File: src/rtl/pmc_pkg.sv
package pmc_pkg;
  localparam int PMR_W       = 8;
  localparam int SDF_LSB     = 0;
  localparam int SDF_W       = 4;
  localparam int BIT_DOZE    = 4;
  localparam int BIT_SLEEP   = 5;
  localparam int BIT_DYNGATE = 6;
  localparam int BIT_SUSP    = 7;

  localparam int GRP_SHIFT   = 11;
  localparam int PMR_GROUP   = 8;
  localparam int PMR_INDEX   = 0;
  localparam int UPR_GROUP   = 0;
  localparam int UPR_INDEX   = 1;

  localparam int UPR_BIT_ANY = 0;
  localparam int UPR_BIT_PM  = 9;

  typedef enum logic [1:0] {
    PM_RUN   = 2'd0,
    PM_DOZE  = 2'd1,
    PM_SLEEP = 2'd2,
    PM_SUSP  = 2'd3
  } pm_state_e;

  function automatic int spr_index(input int grp, input int idx);
    return (grp << GRP_SHIFT) + idx;
  endfunction
endpackage

File: src/rtl/pmc_spr_decode.sv
module pmc_spr_decode #(
  parameter int ADDR_W = 16
) (
  input  logic [ADDR_W-1:0] addr,
  input  logic              we,
  input  logic              re,
  output logic              pmr_wr,
  output logic              pmr_rd,
  output logic              upr_rd
);
  import pmc_pkg::*;

  localparam logic [ADDR_W-1:0] PMR_ADDR = ADDR_W'(spr_index(PMR_GROUP, PMR_INDEX));
  localparam logic [ADDR_W-1:0] UPR_ADDR = ADDR_W'(spr_index(UPR_GROUP, UPR_INDEX));

  logic hit_pmr, hit_upr;

  always_comb begin
    hit_pmr = (addr == PMR_ADDR);
    hit_upr = (addr == UPR_ADDR);
    pmr_wr  = we & hit_pmr;
    pmr_rd  = re & hit_pmr;
    upr_rd  = re & hit_upr;
  end
endmodule

File: src/rtl/pmc_mode_fsm.sv
module pmc_mode_fsm #(
  parameter int XLEN = 32,
  parameter int NIRQ = 4
) (
  input  logic                     clk,
  input  logic                     rst,
  input  logic                     pmr_wr,
  input  logic [pmc_pkg::PMR_W-1:0] wdata,
  input  logic [XLEN-1:0]          wr_pc,
  input  logic [NIRQ-1:0]          irq_pending,
  input  logic [NIRQ-1:0]          irq_mask,
  output logic [pmc_pkg::PMR_W-1:0] pmr_q,
  output pmc_pkg::pm_state_e       state_q,
  output pmc_pkg::pm_state_e       state_d,
  output logic [XLEN-1:0]          resume_pc,
  output logic                     wake_evt
);
  import pmc_pkg::*;

  localparam logic [XLEN-1:0] INSN_BYTES = XLEN'(4);

  logic [PMR_W-1:0] pmr_d;
  logic [XLEN-1:0]  resume_d;
  logic             wake_d;
  logic             irq_hit;

  always_comb begin
    irq_hit  = |(irq_pending & irq_mask);
    state_d  = state_q;
    pmr_d    = pmr_q;
    resume_d = resume_pc;
    wake_d   = 1'b0;
    case (state_q)
      PM_RUN: begin
        if (pmr_wr) begin
          pmr_d = wdata;
          if (wdata[BIT_SUSP])       state_d = PM_SUSP;
          else if (wdata[BIT_SLEEP]) state_d = PM_SLEEP;
          else if (wdata[BIT_DOZE])  state_d = PM_DOZE;
          if (wdata[BIT_SUSP] | wdata[BIT_SLEEP] | wdata[BIT_DOZE])
            resume_d = wr_pc + INSN_BYTES;
        end
      end
      PM_DOZE, PM_SLEEP: begin
        if (irq_hit) begin
          state_d          = PM_RUN;
          pmr_d[BIT_DOZE]  = 1'b0;
          pmr_d[BIT_SLEEP] = 1'b0;
          wake_d           = 1'b1;
        end
      end
      default: ;
    endcase
  end

  always_ff @(posedge clk) begin
    if (rst) begin
      state_q   <= PM_RUN;
      pmr_q     <= '0;
      resume_pc <= '0;
      wake_evt  <= 1'b0;
    end else begin
      state_q   <= state_d;
      pmr_q     <= pmr_d;
      resume_pc <= resume_d;
      wake_evt  <= wake_d;
    end
  end

  AST_SUSP_STICKY: assert property (@(posedge clk) disable iff (rst)
    (state_q == PM_SUSP) |=> (state_q == PM_SUSP));
  AST_HALTED_NO_WRITE: assert property (@(posedge clk) disable iff (rst)
    (state_q != PM_RUN && !irq_hit) |=> $stable(pmr_q));
endmodule

File: src/rtl/pmc_gate_ctrl.sv
module pmc_gate_ctrl (
  input  logic               clk,
  input  logic               rst,
  input  pmc_pkg::pm_state_e state_d,
  output logic               core_halt,
  output logic               core_clk_en,
  output logic               tick_clk_en,
  output logic               pic_clk_en
);
  import pmc_pkg::*;

  always_ff @(posedge clk) begin
    if (rst) begin
      core_halt   <= 1'b0;
      core_clk_en <= 1'b1;
      tick_clk_en <= 1'b1;
      pic_clk_en  <= 1'b1;
    end else begin
      core_halt   <= (state_d != PM_RUN);
      core_clk_en <= (state_d == PM_RUN);
      tick_clk_en <= (state_d == PM_RUN) || (state_d == PM_DOZE);
      pic_clk_en  <= (state_d == PM_RUN) || (state_d == PM_DOZE);
    end
  end

  AST_PERIPH_PAIRED: assert property (@(posedge clk) disable iff (rst)
    tick_clk_en == pic_clk_en);
  AST_CORE_NEEDS_PERIPH: assert property (@(posedge clk) disable iff (rst)
    core_clk_en |-> (tick_clk_en && !core_halt));
endmodule

File: src/rtl/pwr_mode_ctrl.sv
module pwr_mode_ctrl #(
  parameter int ADDR_W = 16,
  parameter int XLEN   = 32,
  parameter int NIRQ   = 4
) (
  input  logic              clk,
  input  logic              rst,
  input  logic [ADDR_W-1:0] spr_addr,
  input  logic              spr_we,
  input  logic              spr_re,
  input  logic [XLEN-1:0]   spr_wdata,
  input  logic [XLEN-1:0]   wr_pc,
  input  logic [NIRQ-1:0]   irq_pending,
  input  logic [NIRQ-1:0]   irq_mask,
  output logic [XLEN-1:0]   spr_rdata,
  output logic              core_halt,
  output logic              core_clk_en,
  output logic              tick_clk_en,
  output logic              pic_clk_en,
  output logic [XLEN-1:0]   resume_pc,
  output logic              wake_evt,
  output logic [3:0]        slow_factor,
  output logic              dyn_gate_en
);
  import pmc_pkg::*;

  localparam logic [XLEN-1:0] UPR_WORD =
    (XLEN'(1) << UPR_BIT_ANY) | (XLEN'(1) << UPR_BIT_PM);
  localparam logic [ADDR_W-1:0] PMR_ADDR = ADDR_W'(spr_index(PMR_GROUP, PMR_INDEX));

  logic             pmr_wr, pmr_rd, upr_rd;
  logic [PMR_W-1:0] pmr_q;
  pm_state_e        state_q, state_d;
  logic             unused_wdata_hi;

  assign unused_wdata_hi = ^spr_wdata[XLEN-1:PMR_W];

  pmc_spr_decode #(.ADDR_W(ADDR_W)) u_dec (
    .addr   (spr_addr),
    .we     (spr_we),
    .re     (spr_re),
    .pmr_wr (pmr_wr),
    .pmr_rd (pmr_rd),
    .upr_rd (upr_rd)
  );

  pmc_mode_fsm #(.XLEN(XLEN), .NIRQ(NIRQ)) u_fsm (
    .clk         (clk),
    .rst         (rst),
    .pmr_wr      (pmr_wr),
    .wdata       (spr_wdata[PMR_W-1:0]),
    .wr_pc       (wr_pc),
    .irq_pending (irq_pending),
    .irq_mask    (irq_mask),
    .pmr_q       (pmr_q),
    .state_q     (state_q),
    .state_d     (state_d),
    .resume_pc   (resume_pc),
    .wake_evt    (wake_evt)
  );

  pmc_gate_ctrl u_gate (
    .clk         (clk),
    .rst         (rst),
    .state_d     (state_d),
    .core_halt   (core_halt),
    .core_clk_en (core_clk_en),
    .tick_clk_en (tick_clk_en),
    .pic_clk_en  (pic_clk_en)
  );

  always_ff @(posedge clk) begin
    if (rst) begin
      spr_rdata <= '0;
    end else if (spr_re) begin
      if (upr_rd)      spr_rdata <= UPR_WORD;
      else if (pmr_rd) spr_rdata <= XLEN'(pmr_q);
      else             spr_rdata <= '0;
    end
  end

  assign slow_factor = pmr_q[SDF_LSB +: SDF_W];
  assign dyn_gate_en = pmr_q[BIT_DYNGATE];

  AST_HALT_ON_WRITE: assert property (@(posedge clk) disable iff (rst)
    (spr_we && spr_addr == PMR_ADDR && !core_halt &&
     (spr_wdata[BIT_DOZE] || spr_wdata[BIT_SLEEP] || spr_wdata[BIT_SUSP]))
    |=> core_halt);
  AST_RESUME_NEXT: assert property (@(posedge clk) disable iff (rst)
    $rose(core_halt) |-> (resume_pc == $past(wr_pc) + XLEN'(4)));
  AST_MASKED_HOLD: assert property (@(posedge clk) disable iff (rst)
    (core_halt && !(|(irq_pending & irq_mask))) |=> core_halt);
  AST_WAKE_CLEARS: assert property (@(posedge clk) disable iff (rst)
    $fell(core_halt) |-> (wake_evt && !pmr_q[BIT_DOZE] && !pmr_q[BIT_SLEEP]));
endmodule

File: config.mk
export PLATFORM = sky130hd
export DESIGN_NAME = pwr_mode_ctrl
export DESIGN_NICKNAME = d
export VERILOG_FILES = /design/src/rtl/pmc_pkg.sv /design/src/rtl/pmc_spr_decode.sv /design/src/rtl/pmc_mode_fsm.sv /design/src/rtl/pmc_gate_ctrl.sv /design/src/rtl/pwr_mode_ctrl.sv
export SDC_FILE = /design/constraint.sdc
export NUM_CORES = 1
export LEC_CHECK = 0
export ABC_AREA = 1
export BUFFER_PORTS_ARGS = -buffer_cell sky130_fd_sc_hd__buf_2
export CORE_MARGIN = 2
export CORE_UTILIZATION = 45
export DETAILED_ROUTE_END_ITERATION = 10
export HOLD_SLACK_MARGIN = 0.12
export MAX_ROUTING_LAYER = met4
export PLACE_DENSITY = 0.89
export SETUP_SLACK_MARGIN = 0.4
export SLEW_MARGIN = 20
export SYNTH_ARGS = -nofsm -noshare
export SYNTH_HDL_FRONTEND = slang
export SYNTH_SLANG_ARGS = --single-unit
File: constraint.sdc
create_clock -name clk -period 1.7 [get_ports clk]
set_input_delay 0.085 -clock clk [delete_from_list [all_inputs] [get_ports clk]]
set_output_delay 0.085 -clock clk [all_outputs]
set_load 0.02 [all_outputs]
After elaboration in Yosys (flattened, before gate mapping) --
Index checks and enable logic that the tools add are counted.
Operators by class: bitwise logic cells 7, equal/unequal tests 7, multiplexer cells 12, reduce and logical (&&, ||, !) cells 11, $add $sub $neg 1
Operator list (number):
- adder 32 x 3 -> 32 bit (second input constant) | 1
- == test 16 x 1 -> 1 bit (second input constant) | 1
- == test 16 x 15 -> 1 bit (second input constant) | 1
- two-way mux 2 bit | 6
- two-way mux 10 bit | 1
- two-way mux 8 bit | 1
- one-hot mux 2 bit (2 select lines) | 2
- two-way mux 6 bit | 1
- AND reduction 3 bit | 2
- bitwise AND 4 bit | 1
- == test 2 x 1 -> 1 bit (second input constant) | 2
- logical NOT 2 bit | 2
- nonzero test 2 bit | 2
- OR reduction 2 bit | 2
- OR reduction 4 bit | 1
- bitwise AND 1 bit | 3
- == test 2 bit (second input constant) | 1
- != test 2 x 1 -> 1 bit (second input constant) | 1
- != test 2 bit (second input constant) | 1
- bitwise OR 1 bit | 2
- AND reduction 2 bit | 1
- logical OR 1 bit | 1
- two-way mux 1 bit | 1
- inverter 1 bit | 1
Word-level totals: output and inout bits 74, input port bits 92, word-level logic and storage cells 47, register bits after elaboration 78

Depth between registers and ports, before layout --
Gate-level depths: netlist of the first run.
depth in word-level cells 7, mapped depth 11, depth with buffers taken out 11

By module --
From an unflattened synthesis of the first run, not the netlist that was laid out.
Second synthesis, totals: cells, all modules 543, area, all modules 3359.5 um^2
By module, submodules not included:
- pmc_mode_fsm | sequential area each 860.8 um^2, area an instance 2598.7 um^2, cells an instance 431, times used 1
- pwr_mode_ctrl | sequential area each 180.2 um^2, area an instance 559.3 um^2, cells an instance 77, times used 1
- pmc_spr_decode | sequential area each 0.0 um^2, area an instance 108.9 um^2, cells an instance 26, times used 1
- pmc_gate_ctrl | sequential area each 60.1 um^2, area an instance 92.6 um^2, cells an instance 9, times used 1

Worst setup path before layout of the first run --
OpenSTA, ideal clock, no wires.
path kind reg2reg, start point register u_fsm.state_q[1], end point register u_fsm.resume_pc[25], path buffers 1, required time 1.585 ns, setup slack 0.288 ns, arrival time 1.298 ns, cell stages (with the launch flop) 9, setup time 0.115 ns, clock period less this slack 1.412 ns, cells stage by stage dfxtp_1 -> inv_1 -> ha_1 -> nand4_4 -> nor2_4 -> inv_2 -> buf_4 -> nor2_1 -> nor2_1
Between the ends: longest elaborated chain between the ends 2
RTL lines:
- start: declaration | RTL line pmc_mode_fsm.sv:13 | output pmc_pkg::pm_state_e state_q,
- start signal: assignment | RTL line pmc_mode_fsm.sv:63 | state_q <= state_d;
- logical NOT 2 bit | RTL line pmc_mode_fsm.sv:33 | case (state_q)
- AND reduction 3 bit (no line)
- end signal: assignment | RTL line pmc_mode_fsm.sv:65 | resume_pc <= resume_d;
- end: declaration | RTL line pmc_mode_fsm.sv:15 | output logic [XLEN-1:0] resume_pc,
Every way passes these cells. A chain may end at the register's enable or synchronous reset.

Worst setup path after layout of the first run --
start point register u_fsm.state_q[1], end point register u_fsm.resume_pc[7]
Same word-level chain as after synthesis.

==> impl_metrics.json, run 1 <==
{
  "ys.flop_type": "dfxtp_1",
  "syn_area_per_cell_um2": 6.99,
  "wl_um": 9540,
  "layout.area.seq_mm2": 0.00110,
  "placement_rows": 29,
  "clock_tree_from_tritoncts": "built",
  "post-synth-top-area-fraction_pct": 36.5,
  "htree_levels": 2,
  "yosys-top-cells-area": "dfxtp_1, nand2_1, nor2_1",
  "numPlacedInstances": 616,
  "post-dp-hpwl_um": 6670,
  "area_delta_synth_final_pct": 42.8,
  "cts_inserted_buffers": 5,
  "timing.setup.critical_path_class": "reg2reg",
  "initial_utilization_pct": 46.9,
  "maxUsedRoutingLayer": "met4",
  "synthTopCellsByCount": "nand2_1, nor2_1, dfxtp_1",
  "setup_tns_ns": 0,
  "fin_ws_ns": 0.295,
  "cp-start-kind": "flip-flop",
  "end_kind": "flip-flop",
  "clock_tree.root_cell": "clkbuf_8",
  "postSynthRegisterBits": 55,
  "drt-vias-per-instance": 5.10,
  "first_pass_grt_wire_length_um": 14700,
  "synth_enable_flop_cells": 0,
  "grt_max_degree": 39,
  "min_path_type": "in2reg",
  "diodes": 0,
  "synth_area_mm2": 0.00301,
  "worst-path-max-fanout": 8,
  "synth_cell_type_count": 33,
  "synth-async-reset-ratio_pct": 0,
  "detail-route-antenna-nets": 0,
  "drt-initial-drc-count": 117,
  "number_of_buffers_inserted_by_port_buffering": 118,
  "fillCellCount": 564,
  "vdd_ir_drop_max_mv": 0.345,
  "detailroute.via_count": 3392,
  "fp.dieW_um": 85.8,
  "layoutNonFillerInstCount": 665,
  "total_of_warnings_raised_by_yosys": 0,
  "global_route.usage.total_pct": 25.5,
  "coreArea_mm2": 0.00642,
  "fmaxAchievable_mhz": 712,
  "routed_met3_length_um": 601,
  "synthDominantAreaCellType": "dfxtp_1",
  "place_ws_ns": 0.103,
  "grt.overflow.total": 0,
  "maxSlewViolCount": 0,
  "synth.most_common_cell": "nand2_1",
  "power_density_mw_per_mm2": 559,
  "number_of_antenna_violations_at_the_first_check_in_global_routing": 0,
  "worst_ep_required_time_ns": 1.90,
  "clk_transition_reported_paths_ns": 0.11,
  "time_the_worst_path_needs_with_i_o_delays_and_setup_ns": 1.40,
  "ctsLongestPathBuffers": 2,
  "outcome": "finished with violations",
  "cp.arrival_ns": 1.61,
  "final_layout_size_suffix_gt1_share_pct": 33.5,
  "routedLengthMet1_um": 3850,
  "final_min_period_over_clock_period_pct": 82.6,
  "unrepaired_setup_endpoints_after_global_routing": "true",
  "total_leakage_power_nw": 2.01,
  "die_h_um": 85.8,
  "cell_count_after_synthesis": 431,
  "number_of_failing_hold_endpoints_at_the_final_stage": 0,
  "synth-seq-area-share_pct": 36.5,
  "finalWeightedCongestion": 0.942,
  "cts.sinks": 55,
  "failed_checks": "DRC",
  "die_area_mm2": 0.00737,
  "drt-wirelength-per-cell_um": 14.3,
  "setup_viol": 0,
  "multiInputGateArea_mm2": 0.00171,
  "detailroute.wirelength.met2_um": 4860,
  "drt_first_pass_iters": 11,
  "drv_cap": 0,
  "boundaryPins": 166,
  "num-nets-final": 682,
  "number_of_global_route_vias_before_repair": 3283,
  "skew_ns": 0.0118,
  "drt_drc_violations_left": 13,
  "insertion_delay_of_the_later_clocked_pin_in_the_worst_skew_pair_ns": 0.31
}
final cells by class:
type	instances	area share, %
Tap cell	77	2.24
Clock buffer	5	1.60
Multi-Input combinational cell	328	39.7
Timing Repair Buffer	167	27.4
Clock inverter	3	0.639
Sequential cell	55	25.6
Inverter	30	2.79
worst max-delay path: stages (launching register included):
cell	delay, ns
dfxtp_2	0.34
inv_2	0.07
ha_4	0.15
nand4_4	0.10
nor2_4	0.13
buf_6	0.16
buf_6	0.13
clkbuf_16	0.16
a21oi_2	0.06
placed cells by master (no fill, tap or decap), types with 2 or more instances in the layout:
master and n:
nor2_4 2, a21oi_1 20, buf_12 4, inv_8 2, xor2_1 12, nor3_1 9, a21oi_2 9, conb_1 23
xnor2_1 11, clkbuf_16 2, buf_4 13, a211oi_2 3, dfxtp_1 53, buf_16 3, nand3_1 16, o211ai_1 2
inv_1 21, nand4_1 5, buf_2 118, inv_2 7, dfxtp_2 2, o21ai_0 11, o21ai_1 27, o21ai_2 2
nand2_2 2, nand2_1 81, nor2_1 72, nor2_2 8, dlygate4sd3_1 21, buf_6 6, clkbuf_8 5, ha_4 2
layer usage:
metal | global-route usage, % | up-vias
li1 | - | 1662
met5 | - | -
met3 | 3.27 | 18
met2 | 46.2 | 142
met1 | 29.2 | 1570
met4 | 8.23 | 0
cell families (layout without fill, tap and decap cells):
group / Yosys count / in the layout / share of synthesized area, %
compound gates: 76 / 76 / 13.7
xor+xnor: 23 / 23 / 6.68
fa+ha+maj: 3 / 3 / 1.25
buf+inv: 70 / 205 / 13.2
flops: 55 / 55 / 36.5
other cells: 1 / 23 / 0.124
simple gates: 203 / 203 / 28.6
repair_timing:
item | CTS | global route
pin swaps | 7 | 7
gates cloned | 3 | 2
buffers inserted | 12 | 3
hold endpoints to repair | 22 | 0
hold buffers | 21 | 0
endpoints found under the setup margin | 43 | 43
gates resized for setup | 15 | 28
state kept, by name, indices dropped and copies added, names as in the netlist:
signal / cells
u_fsm.state_q: 2
u_fsm.resume_pc: 32
u_fsm.wake_evt: 1
u_fsm.pmr_q: 8
u_gate.core_clk_en: 1
spr_rdata: 9
u_gate.tick_clk_en: 1
u_gate.core_halt: 1
power breakdown:
group	switching, mW	leakage (nW)	total (mW)	internal [mW]
clock network	0.472	0.0467	0.778	0.307
registers	0.00000841	0.444	1.29	1.29
logic	0.206	1.52	0.343	0.137
total	0.678	2.01	2.41	1.73
per-stage QoR:
stage	hold slack [ns]	util (%)	instance area (um2)	total power, mW
final	0.126	67.0	4310	2.41
after global routing	0.123	67.0	4310	2.51
after CTS	0.124	64.3	4130	2.42
after detailed placement	0.305	55.8	3590	1.61
after global placement	0.294	55.8	3590	1.61
after floorplan	0.175	-	3110	1.51
worst paths after layout:
path	start	end	slack, ns	cells past startpoint
max	u_fsm.state_q[1]	u_fsm.resume_pc[7]	0.30	8
min	wr_pc[11]	u_fsm.resume_pc[11]	0.13	3
max reg2reg	u_fsm.state_q[1]	u_fsm.resume_pc[7]	0.30	8
min reg2reg	spr_rdata[2]	spr_rdata[2]	0.47	2
No activity file was read; power rests on OpenSTA's default activity.
==> run 2, diff against run 1 <==
--- a/config.mk
+++ b/config.mk
@@ -8,11 +8,11 @@
 export ABC_AREA = 1
 export BUFFER_PORTS_ARGS = -buffer_cell sky130_fd_sc_hd__buf_2
 export CORE_MARGIN = 2
-export CORE_UTILIZATION = 45
+export CORE_UTILIZATION = 40
 export DETAILED_ROUTE_END_ITERATION = 10
 export HOLD_SLACK_MARGIN = 0.12
 export MAX_ROUTING_LAYER = met4
-export PLACE_DENSITY = 0.89
+export PLACE_DENSITY = 0.84
 export SETUP_SLACK_MARGIN = 0.4
 export SLEW_MARGIN = 20
 export SYNTH_ARGS = -nofsm -noshare
==> constraint.sdc (replaced) <==
create_clock -name clk -period 1.15 [get_ports clk]
set_input_delay 0.0575 -clock clk [delete_from_list [all_inputs] [get_ports clk]]
set_output_delay 0.0575 -clock clk [all_outputs]
set_load 0.02 [all_outputs]
==> run 2 against run 1 <==
Compared with the run above:
- clock skew up 0.0019 ns
- the flow finishes with violations (setup timing)
- cell count up 12%
- register-to-register slack worse by 0.53 ns
- flip-flop and latch count unchanged
- utilization increased by 5.7 points
- critical endpoint is now u_fsm.resume_pc[19]
==> impl_metrics.json, run 2 (synthesis results as in run 1) <==
{
  "p_int_mw": 3.04,
  "cp_num_cells": 8,
  "slowest_delay_ns": 0.33,
  "final_layout_size_suffix_gt1_share_pct": 53.9,
  "post-layout-total-power_mw": 4.03,
  "number_of_global_route_vias_before_repair": 3652,
  "grt.overflow.total": 0,
  "clock_tree_from_tritoncts": "built",
  "routedLengthMet1_um": 4190,
  "setup_viol": 45,
  "timing.hold.worst_path_depth": 3,
  "numPlacedInstances": 694,
  "hold_path_startpoint": "wr_pc[28]",
  "combinationalPowerShare_pct": 15.5,
  "worst_setup_path_startpoint": "u_fsm.state_q[1]",
  "top_regs": "u_fsm.resume_pc: 32 flops, spr_rdata: 9 flops, u_fsm.pmr_q: 8 flops",
  "critical-path-slowest-cell": "dfxtp_2",
  "final_min_period_over_clock_period_pct": 121,
  "share_clk_of_total_power_pct": 37.4,
  "detailroute.via_count": 3680,
  "insertion_delay_of_the_later_clocked_pin_in_the_worst_skew_pair_ns": 0.31,
  "crit_family": "buffers and inverters",
  "share_seq_of_total_power_pct": 47.1,
  "number_of_buffers_inserted_by_port_buffering": 118,
  "grt_max_degree": 26,
  "drt_first_pass_iters": 4,
  "power_density_mw_per_mm2": 761,
  "initial_utilization_pct": 41.3,
  "cts.sinks": 55,
  "p_sw_share_pct": 24.6,
  "time_the_worst_path_needs_with_i_o_delays_and_setup_ns": 1.39,
  "clock_tree.root_cell": "clkbuf_8",
  "reg_with_most_ffs": "u_fsm.resume_pc",
  "fin_ws_ns": -0.236,
  "timing.setup.critical_path_class": "reg2reg",
  "maxSlewViolCount": 0,
  "boundaryPins": 166,
  "outcome": "finished with violations",
  "area_delta_synth_final_pct": 75.9,
  "die_h_um": 90.8,
  "htree_levels": 2,
  "skew_ns": 0.0137,
  "detailroute.wirelength.met2_um": 6020,
  "crit_buf_inv": 3,
  "detail-route-antenna-nets": 0,
  "drt-vias-per-instance": 4.92,
  "cts_inserted_buffers": 5,
  "fmaxAchievable_mhz": 721,
  "commonest_non_fill_non_tap_cell_in_the_layout": "buf_4",
  "post-dp-hpwl_um": 7350,
  "drt_drc_violations_left": 0,
  "critical_path.reg2reg.startpoint": "u_fsm.state_q[1]",
  "die_area_mm2": 0.00825,
  "critical_path.cell_chain": "inv_2 > ha_4 > nand4_4 > nor2_4 > buf_12 > buf_16 > o21ai_2 > a21oi_1",
  "routed_met3_length_um": 774,
  "number_of_failing_hold_endpoints_at_the_final_stage": 0,
  "cts_hold_buffers": 11,
  "power_switching_mw": 0.994,
  "vdd_ir_drop_max_mv": 0.610,
  "first_pass_grt_wire_length_um": 16600,
  "num-nets-final": 743,
  "worst_ep_required_time_ns": 1.39,
  "finalWeightedCongestion": 0.995,
  "unrepaired_setup_endpoints_after_global_routing": "true",
  "number_of_antenna_violations_at_the_first_check_in_global_routing": 0,
  "drv_cap": 0,
  "failed_checks": "setup timing",
  "worst-r2r-cell-count": 8,
  "ctsLongestPathBuffers": 2,
  "global_route.usage.total_pct": 25.5,
  "coreArea_mm2": 0.00729,
  "largest_register_ffs": 32,
  "fp.dieW_um": 90.8,
  "clk_transition_reported_paths_ns": 0.11,
  "worst-path-max-fanout": 7,
  "drt-initial-drc-count": 116,
  "end_kind": "flip-flop",
  "maxUsedRoutingLayer": "met4",
  "diodes": 0,
  "total_leakage_power_nw": 2.45,
  "layout.cells.most_common_list": "buf_4, nand2_1, buf_2",
  "drt-wirelength-per-cell_um": 15.1,
  "cp.arrival_ns": 1.63,
  "wl_um": 11300,
  "finish.utilization_pct": 72.7,
  "cp-start-kind": "flip-flop",
  "min_path_type": "in2reg",
  "placement_rows": 31,
  "layoutNonFillerInstCount": 748
}
[run 2: changes by cell type in the layout (fill, tap and decap cells not counted), moves of 10 or more]
cell	delta
dlygate4sd3_1	-10
buf_4	+72
dfxtp_1	-49
o21ai_1	-14
buf_6	+50
o21ai_2	+20
dfxtp_2	+48
buf_2	-51
[run 2: metrics by stage]
step | hold slack (ns) | cell area [um2] | TNS, ns | setup slack (ns)
6_report | 0.0750 | 5300 | -8.84 | -0.236
2_1_floorplan | 0.148 | 3170 | -4.33 | -0.156
3_5_place_dp | 0.293 | 4100 | -8.30 | -0.249
3_3_place_gp | 0.284 | 4100 | -6.85 | -0.199
4_1_cts | 0.0609 | 4970 | -7.80 | -0.214
5_1_grt | 0.0725 | 5300 | -12.10 | -0.328
[run 2: power groups by stage]
stage	clock (mW)	combinational [mW]	sequential, mW
after global placement	0	0.547	1.95
final	1.51	0.626	1.90
after CTS	1.54	0.589	1.90
after global routing	1.62	0.671	1.90
after floorplan	0	0.297	1.95
after detailed placement	0	0.554	1.95
[run 2: worst reg2reg max path, stage by stage (launching register included)]
cell and delay, ns:
dfxtp_2 0.33, inv_2 0.07, ha_4 0.14, nand4_4 0.11, nor2_4 0.19, buf_12 0.16
buf_16 0.14, o21ai_2 0.05, a21oi_1 0.13
[run 2: what timing repair did]
item | in CTS | in global routing
cloned | 3 | 2
pin swaps | 6 | 12
resized for setup | 164 | 53
buffers inserted | 16 | 14
endpoints found under the setup margin | 105 | 105
endpoints found under the hold margin | 19 | 4
[run 2: layer usage]
metal / GRT usage (%) / vias to the layer above
met5: - / -
met4: 7.58 / 0
met3: 4.67 / 27
met2: 48.1 / 161
met1: 27.0 / 1716
li1: - / 1776
[run 2: worst paths after layout]
path	to	slack [ns]
max	u_fsm.resume_pc[19]	-0.24
min	u_fsm.resume_pc[28]	0.08
max reg2reg	u_fsm.resume_pc[19]	-0.24
min reg2reg	spr_rdata[4]	0.46
[run 2: final cells by class]
cell class	count	area (um2)
Tap cell	99	124
Clock buffer	6	72.6
Fill cell	535	1990
Timing Repair Buffer	228	1930
Inverter	30	120
Clock inverter	2	60.1
Multi-Input combinational cell	328	1830
Sequential cell	55	1170
==> run 3, diff against run 2 <==
--- a/config.mk
+++ b/config.mk
@@ -5,14 +5,13 @@
 export SDC_FILE = /design/constraint.sdc
 export NUM_CORES = 1
 export LEC_CHECK = 0
-export ABC_AREA = 1
 export BUFFER_PORTS_ARGS = -buffer_cell sky130_fd_sc_hd__buf_2
 export CORE_MARGIN = 2
 export CORE_UTILIZATION = 40
 export DETAILED_ROUTE_END_ITERATION = 10
 export HOLD_SLACK_MARGIN = 0.12
 export MAX_ROUTING_LAYER = met4
-export PLACE_DENSITY = 0.84
+export PLACE_DENSITY = 0.85
 export SETUP_SLACK_MARGIN = 0.4
 export SLEW_MARGIN = 20
 export SYNTH_ARGS = -nofsm -noshare
==> run 3 against run 2 <==
Compared with the run above:
- the flow still finishes with violations (setup timing)
- non-clock buffer count down 18
- sequential share of layout area up 1.7 points
- routed wire length down 20%
- utilization down 1.2 points
- synthesized area down 5.2%
- register-to-register slack worse by 0.04 ns
- clock skew down 0.0031 ns
- worst setup slack worse by 0.042 ns
==> impl_metrics.json, run 3 <==
{
  "drv_cap": 0,
  "synth_area_mm2": 0.00286,
  "skew_ns": 0.0106,
  "cell_count_after_synthesis": 332,
  "power_density_mw_per_mm2": 733,
  "num-nets-final": 620,
  "cp.arrival_ns": 1.64,
  "clock_tree.root_cell": "clkbuf_8",
  "cts.sinks": 55,
  "syn_area_per_cell_um2": 8.60,
  "timing.setup.critical_path_class": "reg2reg",
  "largest_register_ffs": 32,
  "final_min_period_over_clock_period_pct": 124,
  "number_of_antenna_violations_at_the_first_check_in_global_routing": 0,
  "number_of_buffers_inserted_by_port_buffering": 118,
  "synth-seq-area-share_pct": 38.5,
  "end_kind": "flip-flop",
  "drt-wirelength-per-cell_um": 14.5,
  "fin_ws_ns": -0.278,
  "top_regs": "u_fsm.resume_pc: 32 flops, spr_rdata: 9 flops, u_fsm.pmr_q: 8 flops",
  "synth_cell_type_count": 40,
  "time_the_worst_path_needs_with_i_o_delays_and_setup_ns": 1.43,
  "fillCellCount": 489,
  "synthTopCellsByCount": "nor2_1, dfxtp_1, a211oi_1",
  "drt-vias-per-instance": 4.91,
  "finalWeightedCongestion": 0.899,
  "grt.overflow.total": 0,
  "clock_tree_from_tritoncts": "built",
  "number_of_failing_hold_endpoints_at_the_final_stage": 0,
  "die_area_mm2": 0.00783,
  "outcome": "finished with violations",
  "synth_enable_flop_cells": 0,
  "failed_checks": "setup timing",
  "setup_viol": 45,
  "post-layout-total-power_mw": 3.60,
  "commonest_non_fill_non_tap_cell_in_the_layout": "buf_4",
  "fp.dieW_um": 88.5,
  "ys.flop_type": "dfxtp_1",
  "synth-async-reset-ratio_pct": 0,
  "unrepaired_setup_endpoints_after_global_routing": "true",
  "cts_inserted_buffers": 5,
  "synth.most_common_cell": "nor2_1",
  "wl_um": 9040,
  "synthDominantAreaCellType": "dfxtp_1",
  "worst-path-max-fanout": 15,
  "drt-initial-drc-count": 87,
  "post-dp-hpwl_um": 5990,
  "total_of_warnings_raised_by_yosys": 0,
  "boundaryPins": 166,
  "global_route.usage.total_pct": 22.5,
  "area_delta_synth_final_pct": 71.9,
  "reg_with_most_ffs": "u_fsm.resume_pc",
  "clk_transition_reported_paths_ns": 0.09,
  "coreArea_mm2": 0.00687,
  "initial_utilization_pct": 41.6,
  "drt_drc_violations_left": 0,
  "detailroute.via_count": 3051,
  "number_of_global_route_vias_before_repair": 3034,
  "insertion_delay_of_the_later_clocked_pin_in_the_worst_skew_pair_ns": 0.31,
  "place_ws_ns": -0.444,
  "drt_first_pass_iters": 4,
  "grt_max_degree": 33,
  "die_h_um": 88.5,
  "diodes": 0,
  "fmaxAchievable_mhz": 700,
  "htree_levels": 2,
  "yosys-top-cells-area": "dfxtp_1, a211oi_1, buf_4",
  "final_layout_size_suffix_gt1_share_pct": 60.1,
  "total_leakage_power_nw": 2.07,
  "cp-start-kind": "flip-flop",
  "maxSlewViolCount": 0,
  "worst_ep_required_time_ns": 1.36,
  "post-synth-top-area-fraction_pct": 38.5,
  "fin_worst_hold_slack_ns": 0.0173,
  "vdd_ir_drop_max_mv": 0.456,
  "placement_rows": 30,
  "ctsLongestPathBuffers": 2,
  "layout.cells.most_common_list": "buf_4, buf_2, buf_6",
  "first_pass_grt_wire_length_um": 13400,
  "cts_hold_buffers": 8,
  "detail-route-antenna-nets": 0,
  "min_path_type": "in2reg",
  "postSynthRegisterBits": 55
}
[run 3: cell types whose count changed after synthesis, sizes merged, moves of 7 or more]
| cell | delta |
|---|---|
| a211oi | +28 |
| nor2 | -26 |
| xor2 | +7 |
| mux2i | +9 |
| a21oi | -13 |
| o21ai | -37 |
| and3 | +8 |
| nand2 | -73 |
| nor3 | -7 |
| inv | -24 |
| clkbuf | +8 |
| nor2b | +9 |
[run 3: logic make-up (layout without fill, tap and decap cells)]
| logic type | after synthesis | after routing | share of synthesized area, % |
|---|---|---|---|
| buffers and inverters | 50 | 222 | 11.4 |
| and+or+nand+nor | 127 | 127 | 23.0 |
| muxes | 9 | 9 | 3.15 |
| xor gates and xnor gates | 27 | 27 | 8.28 |
| other | 1 | 23 | 0.131 |
| DFF | 55 | 55 | 38.5 |
| AOI/OAI and AO/OA | 60 | 60 | 14.1 |
| adders and majority gates | 3 | 3 | 1.31 |
[run 3: routing by layer]
layer	up-vias	GRT usage, %	part of all wire (%)
met4	0	5.92	0.94
met5	-	-	0
met2	103	43.0	55
li1	1499	-	-
met3	10	3.45	5.0
met1	1439	23.9	39
[run 3: worst max-delay path, stage by stage, from the launching register on]
cell and delay (ns):
dfxtp_2 0.34, inv_2 0.08, ha_4 0.14, and4b_2 0.26
buf_12 0.15, buf_12 0.14, nor2_1 0.06, a211oi_2 0.17
[run 3: path summary, 6_finish.rpt]
path / start / end / slack, ns / cells after the start
max: u_fsm.state_q[0] / u_fsm.resume_pc[13] / -0.28 / 7
min reg2reg: spr_rdata[0] / spr_rdata[0] / 0.49 / 2
min: rst / u_fsm.wake_evt / 0.02 / 2
max reg2reg: u_fsm.state_q[0] / u_fsm.resume_pc[13] / -0.28 / 7
[run 3: final cells by class]
type                            instances  area [um2]  share of cell area, %
Tap cell                               96         120                   2.45
Timing Repair Buffer                  210        1740                   35.4
Clock inverter                          1        7.51                  0.153
Multi-Input combinational cell        249        1770                   36.0
Sequential cell                        55        1170                   23.7
Clock buffer                            7        96.3                   1.96
Inverter                                4        17.5                  0.357
[run 3: where the power goes]
group	leakage (nW)	total (mW)	internal, mW	switching [mW]
logic	1.55	0.537	0.252	0.285
clock network	0.0505	1.16	0.549	0.613
registers	0.468	1.90	1.90	0.0000151
[run 3: per-stage QoR]
| step | instances | setup TNS (ns) | util [%] | area (um2) |
|---|---|---|---|---|
| after floorplan | 354 | -7.64 | - | 3130 |
| after global placement | 579 | -15.07 | 57.5 | 3950 |
| after detailed placement | 579 | -17.15 | 57.5 | 3950 |
| after CTS | 612 | -9.38 | 69.0 | 4740 |
| after global routing | 622 | -13.02 | 71.5 | 4910 |
| final | 622 | -9.98 | 71.5 | 4910 |
[run 3: what timing repair did]
item | CTS | global route
gates resized for setup | 162 | 23
cloned | 1 | 0
buffers inserted | 16 | 10
hold endpoints to repair | 17 | 6
endpoints found under the setup margin | 106 | 106
pin swaps | 10 | 7
